--- src/rtl/bwv_pkg.sv ---
package bwv_pkg;
  localparam int unsigned WORD_W = 32;
  localparam int unsigned ADDR_W = 64;
  localparam int unsigned LG_W   = 6;
  localparam int unsigned KIND_W = 2;

  typedef enum logic [KIND_W-1:0] {
    RK_NONE  = 2'b00,
    RK_IO    = 2'b01,
    RK_MEM32 = 2'b10,
    RK_MEM64 = 2'b11
  } region_kind_e;

  typedef struct packed {
    logic              valid;
    logic [ADDR_W-1:0] base;
  } window_t;

  localparam logic [ADDR_W-1:0] UNMAPPED_BASE = '1;
  localparam logic [ADDR_W-1:0] IO_LIMIT      = 64'h0000_0000_0001_0000;
  localparam logic [ADDR_W-1:0] MEM32_LIMIT   = 64'h0000_0000_FFFF_FFFF;
endpackage

--- src/rtl/bwv_snapshot.sv ---
module bwv_snapshot
  import bwv_pkg::*;
#(
  parameter int unsigned NUM_BARS = 6
) (
  input  logic                       clk,
  input  logic                       rst_n,
  input  logic                       cmd_io_en,
  input  logic                       cmd_mem_en,
  input  logic [NUM_BARS*WORD_W-1:0] bar_word_i,
  input  logic [WORD_W-1:0]          rom_word_i,
  output logic [NUM_BARS*WORD_W-1:0] bar_q,
  output logic [WORD_W-1:0]          rom_q,
  output logic                       io_q,
  output logic                       mem_q,
  output logic                       eval_o
);
  localparam int unsigned NBYTES = NUM_BARS * WORD_W / 8;

  logic [NBYTES-1:0] byte_diff;

  for (genvar b = 0; b < NBYTES; b++) begin : g_byte
    assign byte_diff[b] = (bar_word_i[b*8 +: 8] != bar_q[b*8 +: 8]);
  end

  // The ROM word is captured every cycle but never starts an evaluation.
  always_ff @(posedge clk) begin
    if (!rst_n) begin
      bar_q  <= '0;
      rom_q  <= '0;
      io_q   <= 1'b0;
      mem_q  <= 1'b0;
      eval_o <= 1'b0;
    end else begin
      bar_q  <= bar_word_i;
      rom_q  <= rom_word_i;
      io_q   <= cmd_io_en;
      mem_q  <= cmd_mem_en;
      eval_o <= (|byte_diff) || (cmd_io_en != io_q) || (cmd_mem_en != mem_q);
    end
  end
endmodule

--- src/rtl/bwv_decode.sv ---
module bwv_decode
  import bwv_pkg::*;
#(
  parameter int unsigned PHYS_W   = 40,
  parameter bit          IS_ROM   = 1'b0,
  parameter bit          HAS_PAIR = 1'b1
) (
  input  logic [KIND_W-1:0] kind_i,
  input  logic [LG_W-1:0]   lg_i,
  input  logic              io_en_i,
  input  logic              mem_en_i,
  input  logic [WORD_W-1:0] lo_i,
  input  logic [WORD_W-1:0] hi_i,
  output window_t           win_o
);
  localparam logic [ADDR_W-1:0] PHYS_MAX = (64'd1 << PHYS_W) - 64'd1;

  region_kind_e      kind_eff;
  logic [ADDR_W-1:0] size_m1;
  logic [ADDR_W-1:0] raw;
  logic [ADDR_W-1:0] base;
  logic [ADDR_W:0]   end_ext;
  logic [ADDR_W-1:0] last;
  logic              wraps;
  logic              ok;

  always_comb begin
    if (IS_ROM) kind_eff = (kind_i != RK_NONE) ? RK_MEM32 : RK_NONE;
    else        kind_eff = region_kind_e'(kind_i);

    size_m1 = (64'd1 << lg_i) - 64'd1;
    if (kind_eff == RK_MEM64) raw = {hi_i, lo_i};
    else                      raw = {32'b0, lo_i};
    base    = raw & ~size_m1;
    end_ext = {1'b0, base} + {1'b0, size_m1};
    last    = end_ext[ADDR_W-1:0];
    wraps   = end_ext[ADDR_W] || (last <= base);

    unique case (kind_eff)
      RK_IO:    ok = io_en_i && !wraps && (base != '0) && (last < IO_LIMIT);
      RK_MEM32: ok = mem_en_i && !wraps && (base != '0) && (last < MEM32_LIMIT)
                     && (!IS_ROM || lo_i[0]);
      RK_MEM64: ok = HAS_PAIR && mem_en_i && !wraps && (base != '0)
                     && (last != UNMAPPED_BASE) && (last <= PHYS_MAX);
      default:  ok = 1'b0;
    endcase

    win_o.valid = ok;
    win_o.base  = ok ? base : UNMAPPED_BASE;
  end
endmodule

--- src/rtl/bwv_tracker.sv ---
module bwv_tracker
  import bwv_pkg::*;
(
  input  logic              clk,
  input  logic              rst_n,
  input  logic              eval_i,
  input  window_t           cand_i,
  output window_t           cur_o,
  output logic              rel_evt_o,
  output logic [ADDR_W-1:0] rel_base_o,
  output logic              map_evt_o
);
  typedef enum logic {TR_IDLE, TR_REMAP} tr_state_e;

  tr_state_e state;

  always_ff @(posedge clk) begin
    if (!rst_n) begin
      state      <= TR_IDLE;
      cur_o      <= '{valid: 1'b0, base: UNMAPPED_BASE};
      rel_evt_o  <= 1'b0;
      rel_base_o <= UNMAPPED_BASE;
      map_evt_o  <= 1'b0;
    end else begin
      rel_evt_o <= 1'b0;
      map_evt_o <= 1'b0;
      unique case (state)
        TR_IDLE: begin
          if (eval_i && (cand_i != cur_o)) begin
            if (cur_o.valid) begin
              rel_evt_o  <= 1'b1;
              rel_base_o <= cur_o.base;
              cur_o      <= '{valid: 1'b0, base: UNMAPPED_BASE};
              if (cand_i.valid) state <= TR_REMAP;
            end else begin
              cur_o     <= cand_i;
              map_evt_o <= 1'b1;
            end
          end
        end
        TR_REMAP: begin
          state <= TR_IDLE;
          if (cand_i.valid) begin
            cur_o     <= cand_i;
            map_evt_o <= 1'b1;
          end
        end
        default: state <= TR_IDLE;
      endcase
    end
  end
endmodule

--- src/rtl/bar_window_unit.sv ---
module bar_window_unit
  import bwv_pkg::*;
#(
  parameter int unsigned NUM_BARS = 6,
  parameter int unsigned PHYS_W   = 40,
  localparam int unsigned NREG    = NUM_BARS + 1
) (
  input  logic                       clk,
  input  logic                       rst_n,
  input  logic                       cmd_io_en,
  input  logic                       cmd_mem_en,
  input  logic [NUM_BARS*WORD_W-1:0] bar_word_i,
  input  logic [WORD_W-1:0]          rom_word_i,
  input  logic [NREG*KIND_W-1:0]     region_kind_i,
  input  logic [NREG*LG_W-1:0]       region_lg_i,
  output logic [NREG-1:0]            map_valid_o,
  output logic [NREG*ADDR_W-1:0]     map_base_o,
  output logic [NREG-1:0]            rel_evt_o,
  output logic [NREG*ADDR_W-1:0]     rel_base_o,
  output logic [NREG-1:0]            map_evt_o
);
  logic [NUM_BARS*WORD_W-1:0] bar_q;
  logic [WORD_W-1:0]          rom_q;
  logic                       io_q;
  logic                       mem_q;
  logic                       eval;

  bwv_snapshot #(.NUM_BARS(NUM_BARS)) u_snap (
    .clk        (clk),
    .rst_n      (rst_n),
    .cmd_io_en  (cmd_io_en),
    .cmd_mem_en (cmd_mem_en),
    .bar_word_i (bar_word_i),
    .rom_word_i (rom_word_i),
    .bar_q      (bar_q),
    .rom_q      (rom_q),
    .io_q       (io_q),
    .mem_q      (mem_q),
    .eval_o     (eval)
  );

  for (genvar r = 0; r < NREG; r++) begin : g_region
    logic [WORD_W-1:0] lo_w;
    logic [WORD_W-1:0] hi_w;
    window_t           cand;
    window_t           cur;

    if (r < NUM_BARS) begin : g_lo_bar
      assign lo_w = bar_q[r*WORD_W +: WORD_W];
    end else begin : g_lo_rom
      assign lo_w = rom_q;
    end

    if (r + 1 < NUM_BARS) begin : g_hi_pair
      assign hi_w = bar_q[(r+1)*WORD_W +: WORD_W];
    end else begin : g_hi_none
      assign hi_w = '0;
    end

    bwv_decode #(
      .PHYS_W   (PHYS_W),
      .IS_ROM   (r == NUM_BARS),
      .HAS_PAIR (r + 1 < NUM_BARS)
    ) u_dec (
      .kind_i   (region_kind_i[r*KIND_W +: KIND_W]),
      .lg_i     (region_lg_i[r*LG_W +: LG_W]),
      .io_en_i  (io_q),
      .mem_en_i (mem_q),
      .lo_i     (lo_w),
      .hi_i     (hi_w),
      .win_o    (cand)
    );

    bwv_tracker u_trk (
      .clk        (clk),
      .rst_n      (rst_n),
      .eval_i     (eval),
      .cand_i     (cand),
      .cur_o      (cur),
      .rel_evt_o  (rel_evt_o[r]),
      .rel_base_o (rel_base_o[r*ADDR_W +: ADDR_W]),
      .map_evt_o  (map_evt_o[r])
    );

    assign map_valid_o[r]                = cur.valid;
    assign map_base_o[r*ADDR_W +: ADDR_W] = cur.base;
  end
endmodule

--- config.mk ---
export PLATFORM = sky130hd
export DESIGN_NAME = bar_window_unit
export DESIGN_NICKNAME = d
export VERILOG_FILES = /design/src/rtl/bwv_pkg.sv /design/src/rtl/bwv_snapshot.sv /design/src/rtl/bwv_decode.sv /design/src/rtl/bwv_tracker.sv /design/src/rtl/bar_window_unit.sv
export SDC_FILE = /design/constraint.sdc
export NUM_CORES = 2
export LEC_CHECK = 0
export BUFFER_PORTS_ARGS = -buffer_cell sky130_fd_sc_hd__buf_2
export CAP_MARGIN = 15
export CORE_MARGIN = 5
export CORE_UTILIZATION = 34
export CTS_BUF_LIST = sky130_fd_sc_hd__clkbuf_2 sky130_fd_sc_hd__clkbuf_4 sky130_fd_sc_hd__clkbuf_8
export DETAILED_ROUTE_END_ITERATION = 10
export GPL_TIMING_DRIVEN = 0
export PLACE_DENSITY_LB_ADDON = 0.05
export SYNTH_ARGS = -nofsm -noshare
export SYNTH_HDL_FRONTEND = slang
export SYNTH_SLANG_ARGS = --single-unit
--- constraint.sdc ---
create_clock -name clk -period 8.25 [get_ports clk]
set_input_delay 0.825 -clock clk [delete_from_list [all_inputs] [get_ports clk]]
set_output_delay 0.825 -clock clk [all_outputs]
set_load 0.01 [all_outputs]
## Word-level counts from Yosys, hierarchy flattened

Cells that the tools add are included.

- Register bits: 1151
- Latch bits: 0
- Bits in writable memories: 0
- ROM bits: 0
- Bits of input ports: 284
- Output and inout bits: 917
- Logic and storage cells: 404
- Memories kept: 0

- $add $sub $neg: 14
- Multiply operators: 0
- Div/mod/pow operators: 0
- Magnitude comparators: 26
- Equality and inequality tests: 71
- Shift-type cells: 7
- Muxes and demuxes: 104
- Bitwise gates (word level): 29
- Reductions and logical operators: 106

Operator list:

| kind | number |
|---|---|
| 2-to-1 mux 65 bit | 21 |
| one-hot mux 65 bit (2 select lines) | 7 |
| 2-to-1 mux 64 bit | 12 |
| adder 64 x 64 -> 65 bit | 7 |
| != test 65 bit | 7 |
| less-or-equal comparator 64 bit | 7 |
| < comparator 64 x 17 -> 1 bit (second input constant) | 7 |
| < comparator 64 x 32 -> 1 bit (second input constant) | 7 |
| inverter 64 bit | 7 |
| nonzero test 64 bit | 7 |
| << shifter 1 x 6 -> 64 bit (first input constant) | 7 |
| subtractor 64 x 1 -> 64 bit (second input constant) | 7 |
| bitwise AND 64 bit | 5 |
| less-or-equal comparator 64 x 40 -> 1 bit (second input constant) | 5 |
| != test 64 bit (second input constant) | 5 |
| != test 8 bit | 24 |
| bitwise AND 32 x 64 -> 64 bit | 2 |
| logical AND 1 bit | 60 |
| 2-to-1 mux 1 bit | 42 |
| one-hot mux 1 bit (2 select lines) | 16 |
| == test 2 bit (second input constant) | 12 |
| OR reduction 24 bit | 1 |
| AND reduction 3 bit | 7 |
| OR reduction 3 bit | 7 |
| other kinds (11) | 68 |

## Logic depth before layout (Yosys ltp)

- Word-level depth: 18
- Depth in mapped cells: 48
- Mapped depth without buffers: 37

## Cells and area by module

Synthesis repeated with hierarchy kept, for this count alone.

- Cell total of the unflattened synthesis: 10046
- Area total of the unflattened synthesis: 83363.7 µm²

Modules (own cells, without submodules):

| module | instances | cells an instance | area an instance (µm²) | seq. area each (µm²) |
|---|---|---|---|---|
| bwv_tracker | 7 | 471 | 5092.4 | 2642.5 |
| bwv_decode at g_region[0].u_dec ... | 5 | 918 | 6034.5 | 0.0 |
| bwv_snapshot | 1 | 737 | 8166.6 | 4544.4 |
| bwv_decode at g_region[5].u_dec | 1 | 989 | 6299.8 | 0.0 |
| bwv_decode at g_region[6].u_dec | 1 | 432 | 3074.2 | 0.0 |
| bar_window_unit | 1 | 1 | 3.8 | 0.0 |

## Worst setup path after synthesis

Ideal clock, no wire load.

- Path type: input to register
- Start point: input region_lg_i[27]
- End point: register g_region[4].u_trk.rel_base_o[37]
- Data arrival time: 8565 ps
- Required time: 8121 ps
- Setup slack: -445 ps
- Stages: 42
- Buffers on the path: 12
- Path through: buf_2 or3_1 clkbuf_1 clkbuf_1 nor2_1 nand2_1 ha_1 clkbuf_1 clkbuf_1 buf_1 clkbuf_1 nor4_1 a211oi_1 xor2_1 ha_1 nand4_1 nor3_1 nand3_1 (+6 left out) buf_4 nand3_4 inv_2 buf_4 buf_4 ha_1 o221ai_1 nor3_1 o221ai_1 or4_1 a2111oi_0 and4_1 a211oi_2 nand2_2 buf_6 buf_6 mux2i_1 nand2_1

- Longest elaborated chain between the ends: 17
- Elaborated cells between the ends (all ways): 26
- Classes of those cells: 2 x add/sub; 4 x order compare; 2 x eq/ne; 1 x shift; 2 x mux; 2 x bitwise; 13 x reduce/logical

RTL lines:

| item | line | RTL |
|---|---|---|
| start: declaration | bar_window_unit.sv:15 | `input logic [NREG*LG_W-1:0] region_lg_i,` |
| << shifter 1 x 6 -> 64 bit * | bwv_decode.sv:31 | `size_m1 = (64'd1 << lg_i) - 64'd1;` |
| subtractor 64 x 1 -> 64 bit * | bwv_decode.sv:31 |  |
| inverter 64 bit | bwv_decode.sv:34 | `base = raw & ~size_m1;` |
| bitwise AND 64 bit | bwv_decode.sv:34 |  |
| adder 64 x 64 -> 65 bit | bwv_decode.sv:35 | `end_ext = {1'b0, base} + {1'b0, size_m1};` |
| less-or-equal comparator 64 bit | bwv_decode.sv:37 | `wraps = end_ext[ADDR_W] \|\| (last <= base);` |
| logical OR 1 bit | bwv_decode.sv:37 |  |
| zero test 1 bit | bwv_decode.sv:40, bwv_decode.sv:41, bwv_decode.sv:43 |  |
| logical AND 1 bit (2 in series) | bwv_decode.sv:41, bwv_decode.sv:43 |  |
| logical AND 1 bit (2 in series) | bwv_decode.sv:44 | `&& (last != UNMAPPED_BASE) && (last <= PHYS_MAX);` |
| one-hot mux 1 bit (3 select lines) | bwv_decode.sv:39 | `unique case (kind_eff)` |
| 2-to-1 mux 64 bit | bwv_decode.sv:49 | `win_o.base = ok ? base : UNMAPPED_BASE;` |
| != test 65 bit * | bwv_tracker.sv:29 | `if (eval_i && (cand_i != cur_o)) begin` |
| logical AND 1 bit * | bwv_tracker.sv:29 |  |
| AND reduction 3 bit (no line) * | n/a |  |
| end signal: assignment | bwv_tracker.sv:32 | `rel_base_o <= cur_o.base;` |
| end: declaration | bwv_tracker.sv:10 | `output logic [ADDR_W-1:0] rel_base_o,` |

Every way passes the cells marked *; elsewhere a longest branch is shown, timed or not.
A chain may end at the register's enable or synchronous reset.

## Worst setup path in the final report

- Start point: input region_lg_i[17]
- End point: register g_region[2].u_trk.cur_o[62] (netlist bit)

- Longest elaborated chain between the ends: 18
- Elaborated cells between the ends (all ways): 32
- Classes of those cells: 2 x add/sub; 4 x order compare; 4 x eq/ne; 1 x shift; 6 x mux; 2 x bitwise; 13 x reduce/logical

RTL lines:

| item | line | RTL |
|---|---|---|
| << shifter 1 x 6 -> 64 bit * | bwv_decode.sv:31 |  |
| subtractor 64 x 1 -> 64 bit * | bwv_decode.sv:31 |  |
| inverter 64 bit | bwv_decode.sv:34 |  |
| bitwise AND 64 bit | bwv_decode.sv:34 |  |
| adder 64 x 64 -> 65 bit | bwv_decode.sv:35 |  |
| less-or-equal comparator 64 bit | bwv_decode.sv:37 |  |
| logical OR 1 bit | bwv_decode.sv:37 |  |
| zero test 1 bit | bwv_decode.sv:40, bwv_decode.sv:41, bwv_decode.sv:43 |  |
| logical AND 1 bit (2 in series) | bwv_decode.sv:41, bwv_decode.sv:43 |  |
| logical AND 1 bit (2 in series) | bwv_decode.sv:44 |  |
| one-hot mux 1 bit (3 select lines) | bwv_decode.sv:39 |  |
| 2-to-1 mux 64 bit | bwv_decode.sv:49 |  |
| != test 65 bit | bwv_tracker.sv:29 |  |
| logical AND 1 bit | bwv_tracker.sv:29 |  |
| != test 2 x 1 -> 1 bit (no line) | n/a |  |
| AND reduction 2 bit (no line) | n/a |  |
| end signal: assignment | bwv_tracker.sv:33 | `cur_o <= '{valid: 1'b0, base: UNMAPPED_BASE};` |
| end signal: assignment | bwv_tracker.sv:36 | `cur_o <= cand_i;` |
| end signal: assignment | bwv_tracker.sv:44 | `cur_o <= cand_i;` |
| end: declaration | bwv_tracker.sv:8 | `output window_t cur_o,` |

Every way passes the cells marked *; elsewhere a longest branch is shown, timed or not. The select of a mux whose other input is x is not followed.

==> out/results.tsv <==
metric	value	unit
ant_nets	0	
ir_drop	0.159	mV
die_w	482	um
outcome	finished with violations	
powerDensity	147	nW/um2
end_kind	register	
async_flop_share	0	
wl_per_cell	33.3	um
synth-edff-count	0	
htreeDepth	4	
hold_path_class	primary input to register	
yosys.area.top_type	dfxtp_1	
grt_use_total	0.387	
startpoint_type	primary input	
rr_worst_depth	33	
seq_area_frac_synth	0.271	
finalHoldViolations	0	
layoutNonFillerInstCount	14298	
syn_to_final_growth	24.3	%
slew_viol_final	0	
r2r_slack	0.47	ns
io_pins	1201	
max_clock_freq	0.121	GHz
pre_cts_slack	-3.79	ns
yosys_warnings	0	
hold_end	u_snap.bar_q[49]$_SDFF_PN0_	
cp_slowest_stage_delay	0.71	ns
drc	0	
die_h	482	um
critPathKind	primary input to register	
min_period	8.27	ns
cp.arrival	9.14	ns
hold_start	bar_word_i[49]	
coreArea	222000	um2
regToRegStartpoint	u_snap.bar_q[90]$_SDFF_PN0_	
clock-sinks	1027	
synth_xor_area_frac	0.0639	
total_power	13.9	mW
cap_viol_max_count	0	
clk_pin_slew_worst_paths	0.06	ns
period_share	1.00	
cpMostUsedCell	buf_2	
drive_gt1_frac	0.226	
ys_seq_elements	1027	
port_buffers	1187	
synth_mux_area_frac	0.0479	
avgSynthCellArea	8.00	um2
grt_overflow_total	0	
final_common_cell	buf_2	
grt_pass1_wl	646000	um
n_fill_cell	23260	
setup_viol	7	
final_cell_mix	buf_2, dfxtp_1, nand2_1	
clk_latency	1.03	ns
die_area	233000	um2
worst_clock_skew	0.0773	ns
final_net_count	11807	
synthSimpleGateAreaFrac	0.264	
drtIter0Drc	9607	
synthDistinctLibCells	143	
vias_per_cell	6.04	
ys.flop_type	dfxtp_1	
synth_cells	9475	
first_global_vias	80816	
synth_top_family_by_area	simple AND/OR/NAND/NOR gates	
drt_wl_total	476000	um
tns	-0.0729	ns
worst_slew_pin_slew	1.33	ns
synth-adder-area-share	0.0688	
yosysTopAreaCellShare	0.271	
reg2reg_to	g_region[2].u_trk.cur_o[62]$_SDFFE_PN1P_	
rows	173	
cts_root_buf	clkbuf_8	
startpoint	region_lg_i[17]	
leakage	37.1	nW
gp_congestion	1.03	
worst_slack	-0.0239	ns
synth_compound_area_frac	0.220	
cts_tree	built	
antenna_found_initial	103	
start_util	0.341	
violations	setup timing	
required	9.11	ns
synthTopCellsByArea	dfxtp_1, ha_1, nand2_1, mux2i_1, xor2_1	
num_vias	86427	
dr.pass1.iters	8	
syn_area	75800	um2
relSlewSlack	0.117	
crit_fanout	11	
crit_path_top_delay_cell	o21ai_0	
clk_path_buf_depth	3	
cts_buffers	188	
place_inst	13669	
grt_start_max_net_pins	34	
min_path_cells	2	
hpwl	392000	um
## final cells by class
class	count	area (um2)	share of cell area
diodes	71	178	0.00189
plain buffers	744	4520	0.0479
clock buffers	289	3600	0.0382
clock inverters	46	559	0.00593
inverters	237	901	0.00956
multi-input cells	7447	51600	0.547
flip-flops and latches	1027	20600	0.218
well taps	2975	3720	0.0395
repair buffers	1462	8620	0.0915
## worst max-delay path, delay by kind of cell
kind / cells / cell delay (ns)
AOI/OAI and AO/OA: 11 / 2.88
adders and majority gates: 1 / 0.38
buffers and inverters: 12 / 2.73
muxes: 1 / 0.31
and+or+nand+nor: 7 / 1.96
## Yosys cell counts (all sizes together) (47+ instances only)
cell type	number
a31oi	55
nor2b	81
a2bb2oi	126
ha	416
a211o	52
nand3b	53
nand2	1002
o21ai	431
nand2b	114
a221oi	51
a211oi	128
nand3	365
nand4b	47
a21oi	509
nor4	161
a21o	145
o31ai	51
or2	61
o22ai	48
nand4	250
inv	235
xor2	313
and3	86
dfxtp	1027
mux2i	315
buf	395
or3	102
nor2	625
or4	50
clkbuf	376
xnor2	240
and2	300
o21a	69
nor3	235
o211ai	199
## power breakdown
part | total (mW) | leakage, nW | internal, mW | switching [mW]
Combinational | 3.17 | 26.5 | 1.09 | 2.08
Clock | 5.54 | 2.21 | 3.03 | 2.50
Sequential | 5.19 | 8.37 | 5.03 | 0.165
Total | 13.9 | 37.1 | 9.15 | 4.75
## state kept, by name (all words and copies together), names as in the netlist
signal and count:
u_snap.bar_q 192, u_snap.eval_o 1, g_region.u_trk.cur_o 393, g_region.u_trk.map_evt_o 7, g_region.u_trk.state 7, u_snap.mem_q 1
g_region.u_trk.rel_base_o 386, u_snap.io_q 1, u_snap.rom_q 32, g_region.u_trk.rel_evt_o 7
## per-stage QoR
step | hold slack [ns] | util | instance area (um2)
2_1_floorplan | 0.481 | - | 75900
3_3_place_gp | 0.449 | 0.385 | 85500
3_5_place_dp | 0.452 | 0.387 | 85900
4_1_cts | 0.000000333 | 0.418 | 92800
5_1_grt | 0.0398 | 0.424 | 94200
6_report | 0.0936 | 0.424 | 94300
## how the worst max path moves through the flow
stage	to	slack [ns]	cells past startpoint
after floorplan	g_region[4].u_trk.rel_base_o[37]$_SDFFE_PN1P_	0.01	42
after global routing	g_region[4].u_trk.rel_base_o[30]$_SDFFE_PN1P_	-0.08	35
final	g_region[2].u_trk.cur_o[62]$_SDFFE_PN1P_	-0.02	32
after global placement	g_region[4].u_trk.rel_evt_o$_SDFF_PP0_	-3.93	41
after CTS	g_region[2].u_trk.cur_o[62]$_SDFFE_PN1P_	0.004	38
after detailed placement	g_region[3].u_trk.rel_base_o[15]$_SDFFE_PN1P_	-3.79	39
## timing repair
| action | CTS | global route |
|---|---|---|
| setup endpoints to repair | 730 | 789 |
| pin swaps | 35 | 63 |
| cloned | 0 | 4 |
| gates resized for setup | 261 | 282 |
| buffers inserted | 34 | 61 |
| hold buffers | 148 | 0 |
| hold endpoints to repair | 148 | 0 |
## routing by layer
metal | track usage | vias up | share of wire
met5 | 0 | - | 0.00025
met2 | 0.601 | 4773 | 0.44
met3 | 0.0838 | 1106 | 0.086
met4 | 0.229 | 18 | 0.071
met1 | 0.493 | 42415 | 0.41
li1 | - | 38115 | -
## cell families (layout without fill, tap and decap cells)
family,Yosys count,after routing
xor+xnor,553,553
buf+inv,1008,2778
compound gates,2360,2360
simple gates,3759,3760
fa+ha+maj,417,417
mux,350,350
other cells,1,78
flops,1027,1027
Note: power is estimated with default switching activity, not from simulation.
